<file path="config.mk">
export PLATFORM = sky130hd
export DESIGN_NAME = gpio_irq_ctrl
export DESIGN_NICKNAME = d
export VERILOG_FILES = /design/src/rtl/gpio_irq_pkg.sv /design/src/rtl/gpio_irq_sync.sv /design/src/rtl/gpio_irq_decode.sv /design/src/rtl/gpio_irq_port.sv /design/src/rtl/gpio_irq_ctrl.sv
export SDC_FILE = /design/constraint.sdc
export NUM_CORES = 1
export LEC_CHECK = 0
export ABC_CLOCK_PERIOD_IN_PS = 6500
export BUFFER_PORTS_ARGS = -buffer_cell sky130_fd_sc_hd__buf_2
export CAP_MARGIN = 5
export CELL_PAD_IN_SITES_DETAIL_PLACEMENT = 0
export CELL_PAD_IN_SITES_GLOBAL_PLACEMENT = 1
export CORE_UTILIZATION = 49
export CTS_CLUSTER_SIZE = 8
export DETAILED_ROUTE_END_ITERATION = 10
export GPL_TIMING_DRIVEN = 0
export PLACE_DENSITY_LB_ADDON = 0.1
export SYNTH_ARGS = -nofsm -noshare
export SYNTH_HDL_FRONTEND = slang
export SYNTH_SLANG_ARGS = --single-unit
</file>
<file path="constraint.sdc">
create_clock -name clk -period 6.5 [get_ports clk]
set_clock_uncertainty 0.1 [all_clocks]
set_input_delay 0.325 -clock clk [delete_from_list [all_inputs] [get_ports clk]]
set_output_delay 0.325 -clock clk [all_outputs]
set_load 0.05 [all_outputs]
</file>
<file path="src/rtl/gpio_irq_pkg.sv">
package gpio_irq_pkg;
  // Register select within one port bank (word index from the bank base)
  typedef enum logic [2:0] {
    SEL_TRIG = 3'd0,
    SEL_POL  = 3'd1,
    SEL_ACK  = 3'd2,
    SEL_EN   = 3'd3,
    SEL_STAT = 3'd4
  } reg_sel_e;
endpackage

</file>
<file path="src/rtl/gpio_irq_sync.sv">
module gpio_irq_sync #(
  parameter int WIDTH  = 8,
  parameter int STAGES = 2
) (
  input  logic             clk,
  input  logic             rst,
  input  logic [WIDTH-1:0] d_async,
  output logic [WIDTH-1:0] q_sync
);
  logic [WIDTH-1:0] stage_q [STAGES];

  generate
    for (genvar s = 0; s < STAGES; s++) begin : g_stage
      always_ff @(posedge clk) begin
        if (rst) stage_q[s] <= '0;
        else if (s == 0) stage_q[s] <= d_async;
        else stage_q[s] <= stage_q[(s == 0) ? 0 : s-1];
      end
    end
  endgenerate

  assign q_sync = stage_q[STAGES-1];
endmodule

</file>
<file path="src/rtl/gpio_irq_decode.sv">
module gpio_irq_decode
  import gpio_irq_pkg::*;
#(
  parameter int ADDR_W      = 8,
  parameter int NUM_PORTS   = 2,
  parameter int BANK0_ADDR  = 144,
  parameter int BANK_STRIDE = 28
) (
  input  logic [ADDR_W-1:0]    addr,
  output logic [NUM_PORTS-1:0] port_hit,
  output reg_sel_e             sel
);
  localparam logic [ADDR_W-1:0] LAST_OFF = ADDR_W'(16);

  always_comb begin
    port_hit = '0;
    sel      = SEL_TRIG;
    for (int p = 0; p < NUM_PORTS; p++) begin
      logic [ADDR_W-1:0] off;
      off = addr - ADDR_W'(BANK0_ADDR + p*BANK_STRIDE);
      if (off <= LAST_OFF && off[1:0] == 2'b00) begin
        port_hit[p] = 1'b1;
        sel         = reg_sel_e'(off[4:2]);
      end
    end
  end
endmodule

</file>
<file path="src/rtl/gpio_irq_port.sv">
module gpio_irq_port #(
  parameter int PORT_W      = 8,
  parameter int SYNC_STAGES = 2
) (
  input  logic              clk,
  input  logic              rst,
  input  logic [PORT_W-1:0] pins,
  input  logic              we_trig,
  input  logic              we_pol,
  input  logic              we_ack,
  input  logic              we_en,
  input  logic [PORT_W-1:0] wdata,
  output logic [PORT_W-1:0] trig_q,
  output logic [PORT_W-1:0] pol_q,
  output logic [PORT_W-1:0] en_q,
  output logic [PORT_W-1:0] status
);
  logic [PORT_W-1:0] pin_s, pin_prev, rise, fall, latch_q;

  gpio_irq_sync #(.WIDTH(PORT_W), .STAGES(SYNC_STAGES)) u_sync (
    .clk(clk), .rst(rst), .d_async(pins), .q_sync(pin_s)
  );

  always_ff @(posedge clk) begin
    if (rst) begin
      pin_prev <= '0;
      trig_q   <= '0;
      pol_q    <= '0;
      en_q     <= '0;
    end else begin
      pin_prev <= pin_s;
      if (we_trig) trig_q <= wdata;
      if (we_pol)  pol_q  <= wdata;
      if (we_en)   en_q   <= wdata;
    end
  end

  assign rise = pin_s & ~pin_prev;
  assign fall = ~pin_s & pin_prev;

  generate
    for (genvar i = 0; i < PORT_W; i++) begin : g_line
      logic edge_ev;
      assign edge_ev = pol_q[i] ? rise[i] : fall[i];

      // Held clear while disabled or level-sensed; a fresh edge wins over ack
      always_ff @(posedge clk) begin
        if (rst) latch_q[i] <= 1'b0;
        else if (!en_q[i] || !trig_q[i]) latch_q[i] <= 1'b0;
        else if (edge_ev) latch_q[i] <= 1'b1;
        else if (we_ack && wdata[i]) latch_q[i] <= 1'b0;
      end

      assign status[i] = en_q[i] &
                         (trig_q[i] ? latch_q[i] : ~(pin_s[i] ^ pol_q[i]));
    end
  endgenerate
endmodule

</file>
<file path="src/rtl/gpio_irq_ctrl.sv">
module gpio_irq_ctrl
  import gpio_irq_pkg::*;
#(
  parameter int NUM_PORTS   = 2,
  parameter int PORT_W      = 8,
  parameter int ADDR_W      = 8,
  parameter int SYNC_STAGES = 2,
  parameter int BANK0_ADDR  = 144,
  parameter int BANK_STRIDE = 28
) (
  input  logic                        clk,
  input  logic                        rst,
  input  logic [NUM_PORTS*PORT_W-1:0] gpio_in,
  input  logic                        bus_wr,
  input  logic                        bus_rd,
  input  logic [ADDR_W-1:0]           bus_addr,
  input  logic [PORT_W-1:0]           bus_wdata,
  output logic [PORT_W-1:0]           bus_rdata,
  output logic                        irq_o
);
  localparam int LINES = NUM_PORTS * PORT_W;

  logic [NUM_PORTS-1:0] port_hit;
  reg_sel_e             sel;
  logic [PORT_W-1:0]    trig_a [NUM_PORTS];
  logic [PORT_W-1:0]    pol_a  [NUM_PORTS];
  logic [PORT_W-1:0]    en_a   [NUM_PORTS];
  logic [PORT_W-1:0]    stat_a [NUM_PORTS];
  logic [LINES-1:0]     status_all, en_all;

  gpio_irq_decode #(
    .ADDR_W(ADDR_W), .NUM_PORTS(NUM_PORTS),
    .BANK0_ADDR(BANK0_ADDR), .BANK_STRIDE(BANK_STRIDE)
  ) u_dec (
    .addr(bus_addr), .port_hit(port_hit), .sel(sel)
  );

  generate
    for (genvar p = 0; p < NUM_PORTS; p++) begin : g_port
      logic wr_here;
      assign wr_here = bus_wr && port_hit[p];

      gpio_irq_port #(.PORT_W(PORT_W), .SYNC_STAGES(SYNC_STAGES)) u_port (
        .clk     (clk),
        .rst     (rst),
        .pins    (gpio_in[p*PORT_W +: PORT_W]),
        .we_trig (wr_here && sel == SEL_TRIG),
        .we_pol  (wr_here && sel == SEL_POL),
        .we_ack  (wr_here && sel == SEL_ACK),
        .we_en   (wr_here && sel == SEL_EN),
        .wdata   (bus_wdata),
        .trig_q  (trig_a[p]),
        .pol_q   (pol_a[p]),
        .en_q    (en_a[p]),
        .status  (stat_a[p])
      );

      assign status_all[p*PORT_W +: PORT_W] = stat_a[p];
      assign en_all[p*PORT_W +: PORT_W]     = en_a[p];
    end
  endgenerate

  always_ff @(posedge clk) begin
    if (rst) begin
      bus_rdata <= '0;
      irq_o     <= 1'b0;
    end else begin
      irq_o <= |status_all;
      if (bus_rd) begin
        bus_rdata <= '0;
        for (int p = 0; p < NUM_PORTS; p++) begin
          if (port_hit[p]) begin
            case (sel)
              SEL_TRIG: bus_rdata <= trig_a[p];
              SEL_POL:  bus_rdata <= pol_a[p];
              SEL_EN:   bus_rdata <= en_a[p];
              SEL_STAT: bus_rdata <= stat_a[p];
              default:  bus_rdata <= '0;
            endcase
          end
        end
      end
    end
  end
endmodule

</file>
### Word-level counts from Yosys, hierarchy flattened

Memory sizes are Yosys's and may differ from the RTL's.
Cells that the tools add are included.

| word-level totals | value |
|---|---|
| flip-flop bits (word level) | 89 |
| bits in latches | 0 |
| memory bits (writable) | 32 |
| ROM bits | 0 |
| input port bits | 36 |
| output and inout port bits | 9 |
| word-level logic and storage cells | 287 |
| memories | 2 |

Memory list:

| name | words | width | read ports | clocked after Yosys merged registers in | wr ports | RTL line | RTL |
|---|---|---|---|---|---|---|---|
| g_port[0].u_port.u_sync.stage_q | 2 | 8 | 2 | 0 | 2 | gpio_irq_sync.sv:10 | `logic [WIDTH-1:0] stage_q [STAGES];` |
| g_port[1].u_port.u_sync.stage_q | 2 | 8 | 2 | 0 | 2 | gpio_irq_sync.sv:10 |  |

| operators by class | value |
|---|---|
| add/subtract/negate cells | 2 |
| $mul | 0 |
| divide/modulo/power cells | 0 |
| magnitude comparators | 2 |
| eq/ne operators | 4 |
| shifts and indexed selects | 0 |
| muxes and demuxes | 79 |
| bitwise gates (word level) | 60 |
| reductions and logical operators | 112 |

Operator list:

| operator | number |
|---|---|
| $mux 1 | 69 |
| $pmux 8 s4 | 2 |
| $mux 8 | 6 |
| $and 8x8->8 | 4 |
| $logic_not 1->1 | 32 |
| $not 8->8 | 4 |
| $reduce_bool 2->1 | 16 |
| $reduce_or 2->1 | 16 |
| $logic_and 1x1->1 | 28 |
| $and 1x1->1 | 16 |
| $le 8x5->1 const B | 2 |
| $logic_or 1x1->1 | 16 |
| $not 1->1 | 16 |
| $reduce_or 16->1 | 1 |
| $sub 8x8->8 const B | 2 |
| $xor 1x1->1 | 16 |
| $eq 3x2->1 const B | 2 |
| $mux 3 | 2 |
| $logic_not 2->1 | 2 |
| $or 1x1->1 | 4 |
| $eq 3x1->1 const B | 1 |
| $eq 3x3->1 const B | 1 |
| $logic_not 3->1 | 1 |

### Logic depth before layout (Yosys ltp)

| logic depth | value |
|---|---|
| depth in word-level cells | 10 |
| gate-level depth with buffers | 11 |
| depth with buffers taken out | 8 |

### Hierarchy

A second synthesis with hierarchy kept.

| unflattened totals | value |
|---|---|
| cells, all modules | 599 |
| area, all modules | 5669.2 µm² |

Modules (own cells, without submodules):

| module | times used | cells an instance | area each (µm²) | sequential area each (µm²) |
|---|---|---|---|---|
| gpio_irq_port | 2 | 184 | 1745.4 | 800.8 |
| gpio_irq_ctrl | 1 | 138 | 1034.7 | 180.2 |
| gpio_irq_sync | 2 | 33 | 464.2 | 320.3 |
| gpio_irq_decode | 1 | 27 | 215.2 | 0.0 |

### Worst setup path before layout

Ideal clock, no wire load.

| timing path | value |
|---|---|
| path kind | input -> register |
| start | in bus_addr[2] |
| end | reg g_port[0].u_port.pol_q[7] |
| library setup time | 0.128 ns |
| arrival | 2.422 ns |
| data required time | 6.272 ns |
| setup slack | 3.850 ns |
| stages on the path | 9 |
| buffers on the path | 3 |
| path through | and2_1 -> buf_6 -> or4b_1 -> buf_2 -> a21o_1 -> buf_6 -> a2111oi_4 -> mux2i_1 -> nor2_1 |

| between the ends | value |
|---|---|
| word-level cells in the longest chain between the ends | 7 |
| elaborated cells between the ends (all ways) | 12 |
| classes of those cells | add/sub (2); order compare (2); eq/ne (1); mux (3); reduce/logical (4) |

RTL lines:

| what | RTL line | RTL |
|---|---|---|
| from (decl) | gpio_irq_ctrl.sv:16 | `input logic [ADDR_W-1:0] bus_addr,` |
| $sub 8x8->8 | gpio_irq_decode.sv:20 | `off = addr - ADDR_W'(BANK0_ADDR + p*BANK_STRIDE);` |
| $le 8x5->1 | gpio_irq_decode.sv:21 | `if (off <= LAST_OFF && off[1:0] == 2'b00) begin` |
| $logic_and 1x1->1 | gpio_irq_decode.sv:21 |  |
| $mux 3 (2 in series) | gpio_irq_decode.sv:21 |  |
| $eq 3x1->1 | gpio_irq_ctrl.sv:48 | `.we_pol (wr_here && sel == SEL_POL),` |
| $logic_and 1x1->1 * | gpio_irq_ctrl.sv:48 |  |
| to (signal assigned) | gpio_irq_port.sv:33 | `if (we_pol) pol_q <= wdata;` |
| to (decl) | gpio_irq_port.sv:14 | `output logic [PORT_W-1:0] pol_q,` |

Mark *: on every way between the ends. The rest lies on a longest branch, timed or not.
A chain may end at the register's enable or synchronous reset.

### Final worst setup path

| timing path | value |
|---|---|
| start | in bus_addr[3] |
| end | reg g_port[1].u_port.latch_q[2] |

| between the ends | value |
|---|---|
| word-level cells in the longest chain between the ends | 9 |
| elaborated cells between the ends (all ways) | 14 |
| classes of those cells | add/sub (2); order compare (2); eq/ne (1); mux (3); reduce/logical (6) |

RTL lines:

| what | RTL line | RTL |
|---|---|---|
| $sub 8x8->8 | gpio_irq_decode.sv:20 |  |
| $le 8x5->1 | gpio_irq_decode.sv:21 |  |
| $logic_and 1x1->1 | gpio_irq_decode.sv:21 |  |
| $mux 3 (2 in series) | gpio_irq_decode.sv:21 |  |
| $eq 3x2->1 | gpio_irq_ctrl.sv:49 | `.we_ack (wr_here && sel == SEL_ACK),` |
| $logic_and 1x1->1 * | gpio_irq_ctrl.sv:49 |  |
| $logic_and 1x1->1 * | gpio_irq_port.sv:51 | `else if (we_ack && wdata[i]) latch_q[i] <= 1'b0;` |
| $reduce_bool 2->1 (no source line) * | - |  |
| to (signal, indexed assignment) | gpio_irq_port.sv:49 | `else if (!en_q[i] \|\| !trig_q[i]) latch_q[i] <= 1'b0;` |
| to (signal, indexed assignment) | gpio_irq_port.sv:50 | `else if (edge_ev) latch_q[i] <= 1'b1;` |
| to (signal, indexed assignment) | gpio_irq_port.sv:51 |  |
| to (decl) | gpio_irq_port.sv:18 | `logic [PORT_W-1:0] pin_s, pin_prev, rise, fall, latch_q;` |

Marked as above.

==> metrics.txt <==
share of the synthesized area in the top cell type=0.423; area post-placement=between 0.006 and 0.007 mm2; port buffer count=35; global-route wire length before repair=around 25000 um; Max-Cap Viols=0; # rows=39; filler instances=around 1100; Worst slew margin=0.0773; die span in x=110 um; initial antenna violation count=0; DR DRC count=0; drt pass-1 iters=6; RSZ-0062 raised after global routing=false; final std cells w/o fill=~870; cell taking the most area after synthesis=dfxtp_1; Final ANT Viol Nets=0; Synth-to-Final Area Change=15.2%; synth cell count leaders=dfxtp_1, nor2_1, nand2_1; post-DP HPWL=roughly 12000 um; final setup vio count=0; Synth cell types=between 50 and 60; Fin. Hold Viols=0; Slowest-stage cell, CP=a2111oi_2; Simple-Gate Fraction of Synth Area=0.234; nets=750; GRT overflow=0; Avg WL per Cell=~19 um; clock sinks=~120; GRT Total Usage=0.286; P_leak=~0.0027 uW; vias per cell=5.78; complex-gate fraction of the synthesized area=0.179; clk_lat worst skew=roughly 0.41 ns; number of flops mapped to enable cells by yosys=0; Post-CTS Hold Buffers=0; Clk pin slew, worst setup/hold paths=0.05 ns; setup bufs post-CTS=0; Synth Warn #=0; Min-Delay Path Class=primary input to flip-flop; mapped cell area=about 0.0057 mm2; Root Buffer=clkbuf_16; count leader, synth=dfxtp_1; CP Cell Sequence=buf_2, clkbuf_1, inv_1, ha_1, nand3_1, a2111oi_2, nand2_1, a221oi_1, nor3_1; Synth Area in XOR/XNOR=0.0260; post-layout util=0.578; crit-path max cell delay=around 1.2 ns; Starting Density=0.501; Final Slew Violations=0; synthesized area per cell=just under 9 um2; Max IR drop VDD=roughly 170 uV; CP Capture Type=flip-flop; Yosys reg bits=roughly 120; CTS buffer count=17; Crit Path Max Fanout=10; number of global-route vias before repair=about 4700; syn_nets=696; critical path data arrival time=3.31 ns; TritonCTS clock tree=yes; crit path kind=primary input to flip-flop; pin count of the biggest net entering global routing=17; pwr/cell area=roughly 250 mW/mm2; # resized after CTS=0; combinational family with the most area after synthesis=simple AND/OR/NAND/NOR gates; core region area=approximately 0.011 mm2; WL final=about 16000 um; fmax=around 320 MHz; Ports=45; Worst Tran Pin Value=roughly 1.4 ns; status=completed; ys async rst share=0; Synth Flop Type=dfxtp_1; share of the yosys chip area belonging to registers=0.423; setup TNS=0 ns; Period minus WS final=roughly 3.1 ns; Final GP Congestion=0.918; total number of vias=approximately 5000; placed instance count=835; critical path launch point type=primary input; Mapped Cells=~660; Longest Clk Path Bufs=2; final period utilization=0.483; final instance area=about 0.0066 mm2; Iter 0 DRT Violations=~350; ANT cells=0; htree depth=4; post-synthesis mux area share=0.0859; die height=between 100 and 150 um; DIE AREA=between 0.01 and 0.015 mm2; dominant cells by area after synthesis=dfxtp_1, mux2i_1, nor2b_1; required time of the critical path=6.67 ns; Adder-Cell Fraction of Synth Area=0.00656; fraction of layout instances using a drive strength above 1=0.117
layout make-up:
cell class                      count  area [um2]  share of cell area
Multi-Input combinational cell    472        3040               0.461
Buffer                             39         166              0.0252
Inverter                           25        93.8              0.0142
Tap cell                          143         179              0.0271
Timing Repair Buffer               35         175              0.0266
Clock inverter                      9        50.0             0.00759
Sequential cell                   121        2420               0.367
Clock buffer                       23         468              0.0709
cells in the final DEF (no fill, tap or decap), types with 6 or more instances in the layout:
cell type,count
a221oi_1,11
a21oi_1,14
a41oi_1,7
nor2_1,79
xor2_1,10
o21ai_0,16
xnor2_1,7
nand4_1,8
clkbuf_16,17
mux2i_1,48
nor3_1,8
nor3b_1,9
a211oi_1,15
nand3_1,13
a2111oi_0,6
nor2b_1,54
a31oi_1,11
dfxtp_1,121
clkbuf_1,37
clkinv_2,7
o31ai_1,8
and3_1,16
nand2_1,66
buf_2,39
a311o_1,7
inv_1,25
report_power, final:
group	switching [uW]	internal [uW]	leakage (uW)
logic	63.3	31.9	0.00148
clock network	321	501	0.000256
registers	6.68	755	0.000983
per-stage QoR:
| step | total power (uW) | worst slack [ns] | hold slack (ns) |
|---|---|---|---|
| floorplan | 833 | 3.85 | 0.314 |
| global placement | 868 | 3.10 | 0.314 |
| detailed placement | 871 | 2.97 | 0.322 |
| CTS | 1690 | 3.40 | 0.00514 |
| global route | 1740 | 3.22 | 0.0127 |
| finish | 1680 | 3.36 | 0.0153 |
critical path, delay by kind of cell:
| family | cells | cell delay, ns |
|---|---|---|
| simple gates | 3 | 0.37 |
| compound gates | 2 | 1.52 |
| fa+ha+maj | 1 | 0.45 |
| buf+inv | 3 | 0.63 |
metal layers:
layer,global-route usage,wire length [um],share of wire
met3,0.0623,910,0.056
met4,0.147,601,0.037
met1,0.368,7270,0.45
met2,0.452,7370,0.46
met5,0,0,0
flip-flops by register name, indices dropped and copies added, names as in the netlist:
register,count
g_port.u_port.u_sync.stage_q,32
g_port.u_port.en_q,16
g_port.u_port.latch_q,16
g_port.u_port.pin_prev,16
g_port.u_port.pol_q,16
g_port.u_port.trig_q,16
bus_rdata,8
irq_o,1
cells by family after synthesis:
kind of cell	Yosys count
buffers and inverters	64
AND/OR/NAND/NOR	270
flip-flops	121
XOR/XNOR	17
adder cells (fa/ha/maj)	3
AO/OA/AOI/OAI	133
multiplexers	49
worst paths after layout:
kind | slack, ns | cells after the start | startpoint | end
max reg2reg | 4.58 | 6 | g_port[0].u_port.pol_q[5] | bus_rdata[5]
min | 0.02 | 2 | gpio_in[10] | g_port[1].u_port.u_sync.stage_q[0][2]
min reg2reg | 0.33 | 1 | g_port[1].u_port.u_sync.stage_q[0][6] | g_port[1].u_port.u_sync.stage_q[1][6]
max | 3.36 | 9 | bus_addr[3] | g_port[1].u_port.latch_q[2]
(Power assumes the default switching activity.)
